==> src/rtl/sdf_pkg.sv <==
`timescale 1ns/1ps
package sdf_pkg;
  // Registered video control group travelling with each pixel.
  typedef struct packed {
    logic de;
    logic hs_n;
    logic vs_n;
  } sync_t;

  localparam logic [1:0] REP_ONE = 2'd1;
endpackage

==> src/rtl/sdf_timing.sv <==
`timescale 1ns/1ps
module sdf_timing #(
  parameter int H_ACT = 1024,
  parameter int H_FP  = 24,
  parameter int H_SW  = 136,
  parameter int H_BP  = 160,
  parameter int V_ACT = 768,
  parameter int V_FP  = 3,
  parameter int V_SW  = 6,
  parameter int V_BP  = 29,
  parameter int HW    = $clog2(H_ACT + H_FP + H_SW + H_BP)
) (
  input  logic           clk,
  input  logic           rst,
  output logic [HW-1:0]  hcnt,
  output sdf_pkg::sync_t vid,
  output logic           line_trig,
  output logic           frame_trig
);
  localparam int HT = H_ACT + H_FP + H_SW + H_BP;
  localparam int VT = V_ACT + V_FP + V_SW + V_BP;
  localparam int VW = $clog2(VT);

  logic [VW-1:0] vcnt;
  logic          at_blank_start;

  // Reset lands on the last blanking line so the first frame gets a prefetch.
  always_ff @(posedge clk) begin
    if (rst) begin
      hcnt <= '0;
      vcnt <= VW'(VT - 1);
    end else if (hcnt == HW'(HT - 1)) begin
      hcnt <= '0;
      vcnt <= (vcnt == VW'(VT - 1)) ? '0 : vcnt + 1'b1;
    end else begin
      hcnt <= hcnt + 1'b1;
    end
  end

  always_comb begin
    vid.de   = (hcnt < HW'(H_ACT)) && (vcnt < VW'(V_ACT));
    vid.hs_n = !((hcnt >= HW'(H_ACT + H_FP)) && (hcnt < HW'(H_ACT + H_FP + H_SW)));
    vid.vs_n = !((vcnt >= VW'(V_ACT + V_FP)) && (vcnt < VW'(V_ACT + V_FP + V_SW)));
    at_blank_start = (hcnt == HW'(H_ACT));
    frame_trig = at_blank_start && (vcnt == VW'(VT - 1));
    line_trig  = at_blank_start && ((vcnt < VW'(V_ACT - 1)) || (vcnt == VW'(VT - 1)));
  end
endmodule

==> src/rtl/sdf_chunk_buf.sv <==
`timescale 1ns/1ps
module sdf_chunk_buf #(
  parameter int W     = 64,
  parameter int DEPTH = 2
) (
  input  logic         clk,
  input  logic         rst,
  input  logic         flush,
  input  logic         wr_en,
  input  logic [W-1:0] wr_data,
  input  logic         rd_en,
  output logic [W-1:0] rd_data,
  output logic         empty
);
  localparam int AW = (DEPTH > 1) ? $clog2(DEPTH) : 1;
  localparam int CW = $clog2(DEPTH + 1);

  logic [W-1:0]  mem [DEPTH];
  logic [AW-1:0] wr_ptr, rd_ptr;
  logic [CW-1:0] count;

  always_ff @(posedge clk) begin
    if (wr_en) mem[wr_ptr] <= wr_data;
  end

  always_ff @(posedge clk) begin
    if (rst || flush) begin
      wr_ptr <= '0;
      rd_ptr <= '0;
      count  <= '0;
    end else begin
      if (wr_en) wr_ptr <= (wr_ptr == AW'(DEPTH - 1)) ? '0 : wr_ptr + 1'b1;
      if (rd_en) rd_ptr <= (rd_ptr == AW'(DEPTH - 1)) ? '0 : rd_ptr + 1'b1;
      count <= count + CW'(wr_en) - CW'(rd_en);
    end
  end

  assign rd_data = mem[rd_ptr];
  assign empty   = (count == '0);
endmodule

==> src/rtl/sdf_fetch.sv <==
`timescale 1ns/1ps
module sdf_fetch #(
  parameter int V_ACT  = 768,
  parameter int CHUNKS = 16,
  parameter int DEPTH  = 2,
  parameter int ADDR_W = 14
) (
  input  logic              clk,
  input  logic              rst,
  input  logic [1:0]        rep_sel,
  input  logic              line_trig,
  input  logic              frame_trig,
  input  logic              load,
  input  logic              miss,
  input  logic              req_ready,
  input  logic              rsp_valid,
  output logic              req_valid,
  output logic [ADDR_W-1:0] req_addr,
  output logic              keep
);
  localparam int LW = (V_ACT > 1) ? $clog2(V_ACT) : 1;
  localparam int KW = $clog2(CHUNKS + 1);
  localparam int DW = $clog2(DEPTH + CHUNKS + 1);
  localparam int IW = $clog2(4 * DEPTH) + 2;

  logic [1:0]    rep_q, rep_cnt;
  logic [LW-1:0] fetch_line;
  logic [KW-1:0] fetch_chunk;
  logic [DW-1:0] credits;
  logic [IW-1:0] inflight, inflight_n, drop;
  logic          acc, issue;

  assign acc        = req_valid && req_ready;
  assign inflight_n = inflight + IW'(acc) - IW'(rsp_valid);
  assign issue      = (!req_valid || req_ready) && !line_trig &&
                      (credits != '0) && (fetch_chunk < KW'(CHUNKS));
  assign keep       = rsp_valid && (drop == '0) && !line_trig;

  // Line bookkeeping: which source line the next displayed line needs.
  always_ff @(posedge clk) begin
    if (rst) begin
      rep_q      <= sdf_pkg::REP_ONE;
      rep_cnt    <= '0;
      fetch_line <= '0;
    end else if (frame_trig) begin
      rep_q      <= (rep_sel == 2'd0) ? sdf_pkg::REP_ONE : rep_sel;
      rep_cnt    <= '0;
      fetch_line <= '0;
    end else if (line_trig) begin
      if (rep_cnt == rep_q - 2'd1) begin
        rep_cnt    <= '0;
        fetch_line <= fetch_line + 1'b1;
      end else begin
        rep_cnt <= rep_cnt + 2'd1;
      end
    end
  end

  // Request issue with credit-based look-ahead.
  always_ff @(posedge clk) begin
    if (rst) begin
      req_valid   <= 1'b0;
      req_addr    <= '0;
      fetch_chunk <= '0;
      credits     <= '0;
    end else begin
      if (!req_valid || req_ready) req_valid <= issue;
      if (issue) req_addr <= ADDR_W'(fetch_line) * ADDR_W'(CHUNKS) + ADDR_W'(fetch_chunk);
      if (line_trig) begin
        fetch_chunk <= '0;
        credits     <= DW'(DEPTH);
      end else begin
        fetch_chunk <= fetch_chunk + KW'(issue);
        credits     <= credits + DW'(load) - DW'(issue);
      end
    end
  end

  // Tracking of responses that belong to abandoned or missed chunks.
  always_ff @(posedge clk) begin
    if (rst) begin
      inflight <= '0;
      drop     <= '0;
    end else begin
      inflight <= inflight_n;
      if (line_trig)
        drop <= inflight_n + IW'(req_valid && !req_ready);
      else
        drop <= drop - IW'(rsp_valid && (drop != '0)) + IW'(miss);
    end
  end
endmodule

==> src/rtl/sdf_shifter.sv <==
`timescale 1ns/1ps
module sdf_shifter #(
  parameter int CW  = 64,
  parameter int BPP = 2
) (
  input  logic           clk,
  input  logic           rst,
  input  logic           load,
  input  logic           adv,
  input  logic [CW-1:0]  din,
  output logic [BPP-1:0] pix
);
  logic [CW-1:0] sh;

  always_ff @(posedge clk) begin
    if (rst)       sh <= '0;
    else if (load) sh <= din;
    else if (adv)  sh <= sh << BPP;
  end

  assign pix = load ? din[CW-1 -: BPP] : sh[CW-1 -: BPP];
endmodule

==> src/rtl/scan_double_fetcher.sv <==
`timescale 1ns/1ps
module scan_double_fetcher #(
  parameter int H_ACT   = 1024,
  parameter int H_FP    = 24,
  parameter int H_SW    = 136,
  parameter int H_BP    = 160,
  parameter int V_ACT   = 768,
  parameter int V_FP    = 3,
  parameter int V_SW    = 6,
  parameter int V_BP    = 29,
  parameter int BPP     = 2,
  parameter int CHUNK_W = 64,
  parameter int DEPTH   = 2,
  parameter int ADDR_W  = $clog2(V_ACT * ((H_ACT / 2) * BPP / CHUNK_W))
) (
  input  logic               clk,
  input  logic               rst,
  input  logic [1:0]         rep_sel,
  output logic               req_valid,
  input  logic               req_ready,
  output logic [ADDR_W-1:0]  req_addr,
  input  logic               rsp_valid,
  input  logic [CHUNK_W-1:0] rsp_data,
  output logic               hsync_n,
  output logic               vsync_n,
  output logic               de,
  output logic [BPP-1:0]     pix,
  output logic               underrun
);
  localparam int SRC_PIX = H_ACT / 2;
  localparam int PPC     = CHUNK_W / BPP;
  localparam int CHUNKS  = SRC_PIX * BPP / CHUNK_W;
  localparam int PH_W    = $clog2(2 * PPC);
  localparam int HW      = $clog2(H_ACT + H_FP + H_SW + H_BP);

  logic [HW-1:0]      hcnt;
  sdf_pkg::sync_t     vid, vid_q;
  logic               line_trig, frame_trig;
  logic               load, adv, keep, empty, hit, bypass, miss;
  logic [CHUNK_W-1:0] head, din;
  logic [BPP-1:0]     pix_c;
  logic [BPP-1:0]     pix_q;
  logic               underrun_q;

  sdf_timing #(
    .H_ACT(H_ACT), .H_FP(H_FP), .H_SW(H_SW), .H_BP(H_BP),
    .V_ACT(V_ACT), .V_FP(V_FP), .V_SW(V_SW), .V_BP(V_BP), .HW(HW)
  ) u_timing (
    .clk(clk), .rst(rst), .hcnt(hcnt), .vid(vid),
    .line_trig(line_trig), .frame_trig(frame_trig)
  );

  // A chunk is taken on every 2*PPC-th clock of the active window.
  assign load   = vid.de && (hcnt[PH_W-1:0] == '0);
  assign adv    = vid.de && hcnt[0];
  assign hit    = load && !empty;
  assign bypass = load && empty && keep;
  assign miss   = load && empty && !keep;
  assign din    = miss ? '0 : (empty ? rsp_data : head);

  sdf_fetch #(
    .V_ACT(V_ACT), .CHUNKS(CHUNKS), .DEPTH(DEPTH), .ADDR_W(ADDR_W)
  ) u_fetch (
    .clk(clk), .rst(rst), .rep_sel(rep_sel),
    .line_trig(line_trig), .frame_trig(frame_trig),
    .load(load), .miss(miss), .req_ready(req_ready), .rsp_valid(rsp_valid),
    .req_valid(req_valid), .req_addr(req_addr), .keep(keep)
  );

  sdf_chunk_buf #(.W(CHUNK_W), .DEPTH(DEPTH)) u_buf (
    .clk(clk), .rst(rst), .flush(line_trig),
    .wr_en(keep && !bypass), .wr_data(rsp_data),
    .rd_en(hit), .rd_data(head), .empty(empty)
  );

  sdf_shifter #(.CW(CHUNK_W), .BPP(BPP)) u_shift (
    .clk(clk), .rst(rst), .load(load), .adv(adv), .din(din), .pix(pix_c)
  );

  always_ff @(posedge clk) begin
    if (rst) begin
      vid_q      <= '{de: 1'b0, hs_n: 1'b1, vs_n: 1'b1};
      pix_q      <= '0;
      underrun_q <= 1'b0;
    end else begin
      vid_q      <= vid;
      pix_q      <= vid.de ? pix_c : '0;
      underrun_q <= underrun_q || miss;
    end
  end

  assign de       = vid_q.de;
  assign hsync_n  = vid_q.hs_n;
  assign vsync_n  = vid_q.vs_n;
  assign pix      = pix_q;
  assign underrun = underrun_q;
endmodule

==> config.mk <==
export PLATFORM = sky130hd
export DESIGN_NAME = scan_double_fetcher
export DESIGN_NICKNAME = d
export VERILOG_FILES = /design/src/rtl/sdf_pkg.sv /design/src/rtl/sdf_timing.sv /design/src/rtl/sdf_chunk_buf.sv /design/src/rtl/sdf_fetch.sv /design/src/rtl/sdf_shifter.sv /design/src/rtl/scan_double_fetcher.sv
export SDC_FILE = /design/constraint.sdc
export NUM_CORES = 1
export LEC_CHECK = 0
export ABC_AREA = 1
export ABC_CLOCK_PERIOD_IN_PS = 7400
export BUFFER_PORTS_ARGS = -buffer_cell sky130_fd_sc_hd__buf_2
export CAP_MARGIN = 40
export CORE_ASPECT_RATIO = 1.75
export CORE_UTILIZATION = 50
export DETAILED_ROUTE_END_ITERATION = 12
export GPL_ROUTABILITY_DRIVEN = 0
export PLACE_DENSITY_LB_ADDON = 0.12
export SLEW_MARGIN = 40
export SYNTH_ARGS = -nofsm -noshare
export SYNTH_HDL_FRONTEND = slang
export SYNTH_HIERARCHICAL = 1
export SYNTH_SLANG_ARGS = --single-unit
==> constraint.sdc <==
create_clock -name clk -period 7.4 [get_ports clk]
set_clock_uncertainty 0.15 [all_clocks]
set_input_delay 0.37 -clock clk [delete_from_list [all_inputs] [get_ports clk]]
set_output_delay 0.37 -clock clk [all_outputs]
set_load 0.02 [all_outputs]
# Word-level counts from Yosys, hierarchy flattened
# Memories as Yosys holds them, arrays and structs flattened. A register that Yosys moved wholly into a read port is not among the register bits.
# Index checks and enable logic that the tools add are counted.
[classes]
addsub = 18
magnitude_cmp = 8
n_eq_ne = 4
n_mux = 16
bitwise = 1
reduce_logical = 44
[op_table]
columns = ["operator", "n"]
rows = [
  ["$mux W64", 4],
  ["$lt A10 B10 Y1 const B", 3],
  ["$add A5 B1 Y5", 5],
  ["$eq A11 B11 Y1 const B", 2],
  ["$lt A11 B11 Y1 const B", 2],
  ["$add A10 B1 Y10 const B", 2],
  ["$logic_and A1 B1 Y1", 20],
  ["$sub A5 B1 Y5", 3],
  ["$add A14 B5 Y14", 1],
  ["$add A11 B1 Y11 const B", 1],
  ["$ge A11 B11 Y1 const B", 1],
  ["$eq A10 B10 Y1 const B", 1],
  ["$ge A10 B10 Y1 const B", 1],
  ["$mux W10", 1],
  ["$reduce_bool A5 Y1", 2],
  ["$logic_not A1 Y1", 8],
  ["$mux W2", 4],
  ["$reduce_or A2 Y1", 4],
  ["$logic_not A6 Y1", 1],
  ["$mux W1", 6],
  ["$logic_not A5 Y1", 1],
  ["$lt A5 B5 Y1 const B", 1],
  ["$mux W5", 1],
  ["$logic_not A2 Y1", 2],
  ["other kinds (10)", 14],
]
[word_totals]
register_bits = 144
ram_bits = 128
in_bits = 70
out_inout_bits = 21
mem_count = 1
[mem_list]
columns = ["name", "depth", "word_bits", "rd", "rd_clocked_by_memory_dff", "write_ports", "line_no", "rtl"]
rows = [
  ["u_buf.mem", 2, 64, 1, 1, 1, "sdf_chunk_buf.sv:18", "logic [W-1:0] mem [DEPTH];"],
]

# Longest topological paths before layout
[depth]
ltp_word = 10
depth_mapped = 24

# Cells and area by module
# The synthesis kept the hierarchy.
[by_module_without_submodules]
columns = ["module", "instances", "cells_each", "area_per_inst_um2"]
rows = [
  ["sdf_chunk_buf", 1, 230, 5144.9],
  ["sdf_shifter", 1, 483, 3050.4],
  ["sdf_fetch", 1, 372, 2732.6],
  ["scan_double_fetcher", 1, 233, 1549.0],
  ["sdf_timing", 1, 182, 1268.7],
]

# Worst setup path before layout
# No wires, ideal clock.
[synth_path]
path_kind = "reg2reg"
startpoint = "register u_timing.vcnt[0]"
endpoint = "memory u_buf.mem[0][0], enable pin"
setup_time_ps = 486
arrival_ps = 4780
slack_ps = 1984
stages_incl_launch_ff = 13
n_path_buf = 1
period_less_slack_ps = 5416
cell_sequence = "dfxtp_1 ha_1 inv_1 nor2_1 inv_1 nor3_1 a211oi_1 buf_4 nor4_1 inv_1 a21oi_1 inv_1 nor2_1"
[synth_between]
elab_chain_cells = 10
word_cells_on_any_way = 15
classes_between = "order compare (2); eq/ne (1); mux (2); reduce/logical (10)"
[synth_lines]
columns = ["element", "line_no", "rtl"]
rows = [
  ["start: declaration", "sdf_timing.sv:24", "logic [VW-1:0] vcnt;"],
  ["start signal: assignment", "sdf_timing.sv:31", "vcnt <= VW'(VT - 1);"],
  ["start signal: assignment", "sdf_timing.sv:34", "vcnt <= (vcnt == VW'(VT - 1)) ? '0 : vcnt + 1'b1;"],
  ["$lt A10 B10 Y1 / $eq A10 B10 Y1 (equally long branches)", "sdf_timing.sv:46", "line_trig = at_blank_start && ((vcnt < VW'(V_ACT - 1)) || (vcnt == VW'(VT - 1)));"],
  ["$logic_or A1 B1 Y1 *", "sdf_timing.sv:46", ""],
  ["$logic_and A1 B1 Y1 *", "sdf_timing.sv:46", ""],
  ["named net line_trig", "scan_double_fetcher.sv:38", "logic line_trig, frame_trig;"],
  ["$logic_not A1 Y1 *", "sdf_fetch.sv:37", "assign keep = rsp_valid && (drop == '0) && !line_trig;"],
  ["$logic_and A1 B1 Y1 *", "sdf_fetch.sv:37", ""],
  ["named net keep", "scan_double_fetcher.sv:39", "logic load, adv, keep, empty, hit, bypass, miss;"],
  ["$logic_and A1 B1 Y1", "scan_double_fetcher.sv:57", "assign bypass = load && empty && keep;"],
  ["$logic_not A1 Y1", "scan_double_fetcher.sv:72", ".wr_en(keep && !bypass), .wr_data(rsp_data),"],
  ["$logic_and A1 B1 Y1 *", "scan_double_fetcher.sv:72", ""],
  ["$mux W1 *", "sdf_chunk_buf.sv:23", "if (wr_en) mem[wr_ptr] <= wr_data;"],
  ["$mux W1 (not written as such) *", "sdf_chunk_buf.sv:23", ""],
  ["end: declaration", "sdf_chunk_buf.sv:18", ""],
]
# Mark *: on every way through the listed nets, which the timed path passes. The rest lies on a longest branch.

# Worst setup path after layout
[layout_path]
startpoint = "register u_timing.vcnt[0]"
endpoint = "register u_fetch.drop[4]"
[layout_between]
elab_chain_cells = 9
word_cells_on_any_way = 14
classes_between = "add/sub (1); order compare (2); eq/ne (1); mux (1); reduce/logical (9)"
[layout_lines]
columns = ["element", "line_no", "rtl"]
rows = [
  ["$lt A10 B10 Y1 / $eq A10 B10 Y1 (equally long branches)", "sdf_timing.sv:46", ""],
  ["$logic_or A1 B1 Y1 *", "sdf_timing.sv:46", ""],
  ["$logic_and A1 B1 Y1 *", "sdf_timing.sv:46", ""],
  ["named net line_trig", "scan_double_fetcher.sv:38", ""],
  ["$logic_not A1 Y1 *", "sdf_fetch.sv:37", ""],
  ["$logic_and A1 B1 Y1 *", "sdf_fetch.sv:37", ""],
  ["named net keep", "scan_double_fetcher.sv:39", ""],
  ["$logic_not A1 Y1 *", "scan_double_fetcher.sv:58", "assign miss = load && empty && !keep;"],
  ["$logic_and A1 B1 Y1 *", "scan_double_fetcher.sv:58", ""],
  ["named net miss", "scan_double_fetcher.sv:39", ""],
  ["$add A5 B1 Y5 *", "sdf_fetch.sv:89", "drop <= drop - IW'(rsp_valid && (drop != '0)) + IW'(miss);"],
  ["$mux W5 *", "sdf_fetch.sv:86", "if (line_trig)"],
  ["end signal: assignment", "sdf_fetch.sv:87", "drop <= inflight_n + IW'(req_valid && !req_ready);"],
  ["end signal: assignment", "sdf_fetch.sv:89", ""],
  ["end: declaration", "sdf_fetch.sv:30", "logic [IW-1:0] inflight, inflight_n, drop;"],
]
# Marked as above.
# A chain may end at the register's enable or synchronous reset.

==> results by group <==
Run status
  – Status: completed

Die
  – Die width: 127 µm
  – Core ar.: 27100 µm²
  – DIE HEIGHT: between 200 and 250 µm
  – Core Rows: 80
  – # IOs: 91
  – Die ar.: roughly 28000 µm²
  – Initial Util: slightly above 50%

Final layout
  – Fillers: approximately 2500
  – Nets: 1733
  – Diodes inserted: 0
  – Final non-filler cell total: between 2000 and 2500
  – Ratio of cells with drive above 1 in the final layout: ~16%
  – Synthesis-to-finish area growth: 14.7%
  – Final Cell Area: 15800 µm²

Logic synthesis
  – Synth Area in Compound Gates: 3.46%
  – Adder-cell area share of the yosys netlist: 3.08%
  – Count leader, synth: nand2_1
  – Primary FF master, synth: dfxtp_1
  – Mapped cell area: roughly 14000 µm²
  – Syn Inst Count: 1500
  – Number of synthesized flops with an enable pin: 128
  – Yosys top cell by area: edfxtp_1
  – Yosys top cell area share: 28.0%
  – Multiplexer share of the synthesized area: 12.1%
  – Post-Syn Nets: 1602
  – Synth cell types: 48
  – Synth area leaders: edfxtp_1 (28%), dfxtp_1 (21%), nand2_1 (10%), mux2_4 (6.6%), nand3_1 (6.0%)
  – Yosys warns: 6
  – Largest family of logic cells by synthesized area: simple AND/OR/NAND/NOR gates
  – Synth top cells by count: nand2_1 (380), inv_1 (214), nand3_1 (166), dfxtp_1 (145), edfxtp_1 (128)
  – Avg Inst Size Synth: around 9.2 µm²
  – Synth Register Bits: 273
  – Post-synthesis simple-gate area fraction: about a fifth
  – Async S/R FF share, synth: 0%
  – Sequential area share after synthesis: 49.1%
  – Xor and xnor area share after synthesis: 1.53%

Setup path
  – Family with the most delay on the worst path: buffers and inverters
  – Req. time, crit path: 7720 ps
  – Setup CP Type: flip-flop to flip-flop
  – Critical Path AT: 4430 ps
  – Crit-path cells: ha_1, inv_1, nor2_1, inv_1, nor3_1, a211oi_2, buf_4, nor4_1, inv_1, nand3_2, buf_4, inv_2, ha_1, inv_1, fa_1, inv_1, nand2_1, nand2_1, a21oi_1, nor2_1, nor2_1, nand2_1, a21oi_1
  – Critical Path Slowest Stage Cell: buf_4
  – Crit path max fanout: 66
  – Critical path buffers and inverters: 8
  – Crit-path max cell delay: 600 ps
  – Critical path capture point type: flip-flop
  – CP Launch Type: flip-flop
  – CP dominant cell by count: inv_1

Routing
  – Drt first-iter violations: between 400 and 500
  – First-pass DRT Iterations: 5
  – Avg Vias per Cell: 4.93
  – WL final: 28100 µm
  – DR WL/cell: 13.9 µm
  – Via Count: 9965
  – ANT nets after route: 0
  – Drc violations: 0

Clocking
  – Cts repair resizes: 0
  – CTS H-tree depth: 1
  – Post-CTS Setup Bufs: 0
  – Clock Path Buffers: 3
  – Hold buffer count at CTS: 68
  – Source-to-sink clock delay at the later pin of the worst-skew pair: 540 ps
  – Total CTS buffers: 26
  – Root Buffer: clkbuf_16
  – Clk sink count: 273
  – Reg clk slew, reported paths: 60 ps
  – CTS tree: done

Pwr
  – Sequential Power Share: 44.1%
  – Power per cell area: 265 nW/µm²
  – Combinational Power Share: 25.2%
  – Peak VDD IR: ~0.20 mV
  – NetSw: 1230 µW
  – Lkg Pwr: 0.00717 µW
  – Clk pwr share: 30.6%
  – Net Sw Frac: 29.4%
  – Int Power: 2950 µW

Run
  – Max-cap viol count: 0

Placed design
  – Placed insts: about 1900
  – I/O Buffers: 90
  – Post-DP HPWL: 17400 µm
  – Placement Cell Area: 14300 µm²

Timing
  – Final setup fails: 0
  – RSZ-0062 raised after global routing: false
  – Tcrit/Tclk final: a little under three fifths
  – Post-layout min period: 4110 ps
  – Final hold viol count: 0
  – Final Max Tran Viols: 0
  – Headroom to the max-slew limit: 47.1%
  – Worst-margin pin slew: 791 ps
  – Fin Setup TNS: 0 ps
  – Fmax: roughly 240 MHz

GRT
  – Initial antenna violation count: 0
  – Vias in the first global route: 10267
  – GR Overflow Total: 0
  – Global Route Usage Sum: 20.6%
  – Global-route wire length before repair: between 40000 and 50000 µm
  – Largest net degree at the start of global routing: 68

Worst hold path
  – Min-Delay Path Class: input pin to flip-flop
==> stage by stage <==
step	setup WS, ps	power (µW)	hold slack [ps]	util (%)
finish	3290	4170	249	58.1
detailed placement	3320	2910	301	52.6
global placement	3350	2890	286	52.6
floorplan	1980	2680	284	-
CTS	3290	4240	229	58.1
global route	2720	4430	250	58.1
==> logic make-up (layout without fill, tap and decap cells) <==
| group | count (synthesis) | count (layout) |
|---|---|---|
| multiplexers | 128 | 128 |
| AND/OR/NAND/NOR | 665 | 665 |
| flip-flops | 273 | 273 |
| buffers and inverters | 289 | 440 |
| AO/OA/AOI/OAI | 89 | 89 |
| XOR/XNOR | 24 | 24 |
| adder cells (fa/ha/maj) | 32 | 32 |
==> power groups by stage <==
stage	combinational, µW	sequential [µW]	clock [µW]
finish	1050	1840	1280
global route	1200	1860	1380
CTS	1070	1840	1320
detailed placement	1030	1870	0
global placement	1020	1870	0
floorplan	781	1900	0
==> cells in the final DEF (no fill, tap or decap), drive strengths merged, types with 4 or more instances in the layout <==
cell / n
nand3: 169
nand4: 8
xor2: 18
nor3: 13
or2: 4
ha: 29
buf: 99
inv: 223
o21ai: 31
a21oi: 48
nor2: 81
dfxtp: 145
mux2: 128
clkinv: 7
xnor2: 6
edfxtp: 128
dlygate4sd3: 68
clkbuf: 42
nand2: 384
==> flip-flops by register name, summed over array words and instances, names as in the netlist, named ones only <==
signal               cells
u_fetch/rep_q            2
u_fetch/credits          5
u_fetch/rep_cnt          2
u_fetch/fetch_line      10
u_timing/hcnt           11
underrun                 1
u_buf/count              2
u_fetch/inflight         5
u_fetch/drop             5
vsync_n                  1
pix                      2
u_buf/wr_ptr             1
u_fetch/req_addr        14
hsync_n                  1
u_buf/rd_ptr             1
u_timing/vcnt           10
u_fetch/req_valid        1
u_shift/sh              64
u_fetch/fetch_chunk      5
u_buf/mem              128
de                       1
==> cell type report <==
cell class	count	area, µm²	share of cell area, %
clock buffer	42	786	4.98
clock inverter	6	30.0	0.190
inverter	225	855	5.42
multi-input combinational	938	5680	36.0
sequential	273	6750	42.8
tap	369	462	2.93
timing repair buffer	167	1210	7.67
==> path summary, 6_finish.rpt <==
kind	start	end	slack [ps]	cells past startpoint
min	rst	u_fetch/inflight[1]$_SDFF_PP0_	250	2
min reg2reg	underrun$_SDFF_PP0_	underrun$_SDFF_PP0_	310	2
max	u_timing/vcnt[0]$_SDFFE_PP1N_	u_fetch/drop[4]$_SDFF_PP0_	3290	23
max reg2reg	u_timing/vcnt[0]$_SDFFE_PP1N_	u_fetch/drop[4]$_SDFF_PP0_	3290	23
==> routing by layer <==
metal / track usage (%) / wire length, µm / up-vias / share of wire [%]
met2: 39.1 / 14700 / 135 / 52
li1: - / - / 5120 / -
met1: 22.7 / 11700 / 4664 / 42
met3: 2.78 / 954 / 46 / 3.4
met4: 7.68 / 681 / 0 / 2.4
met5: 0 / 0 / - / 0
(Power assumes the default switching activity.)
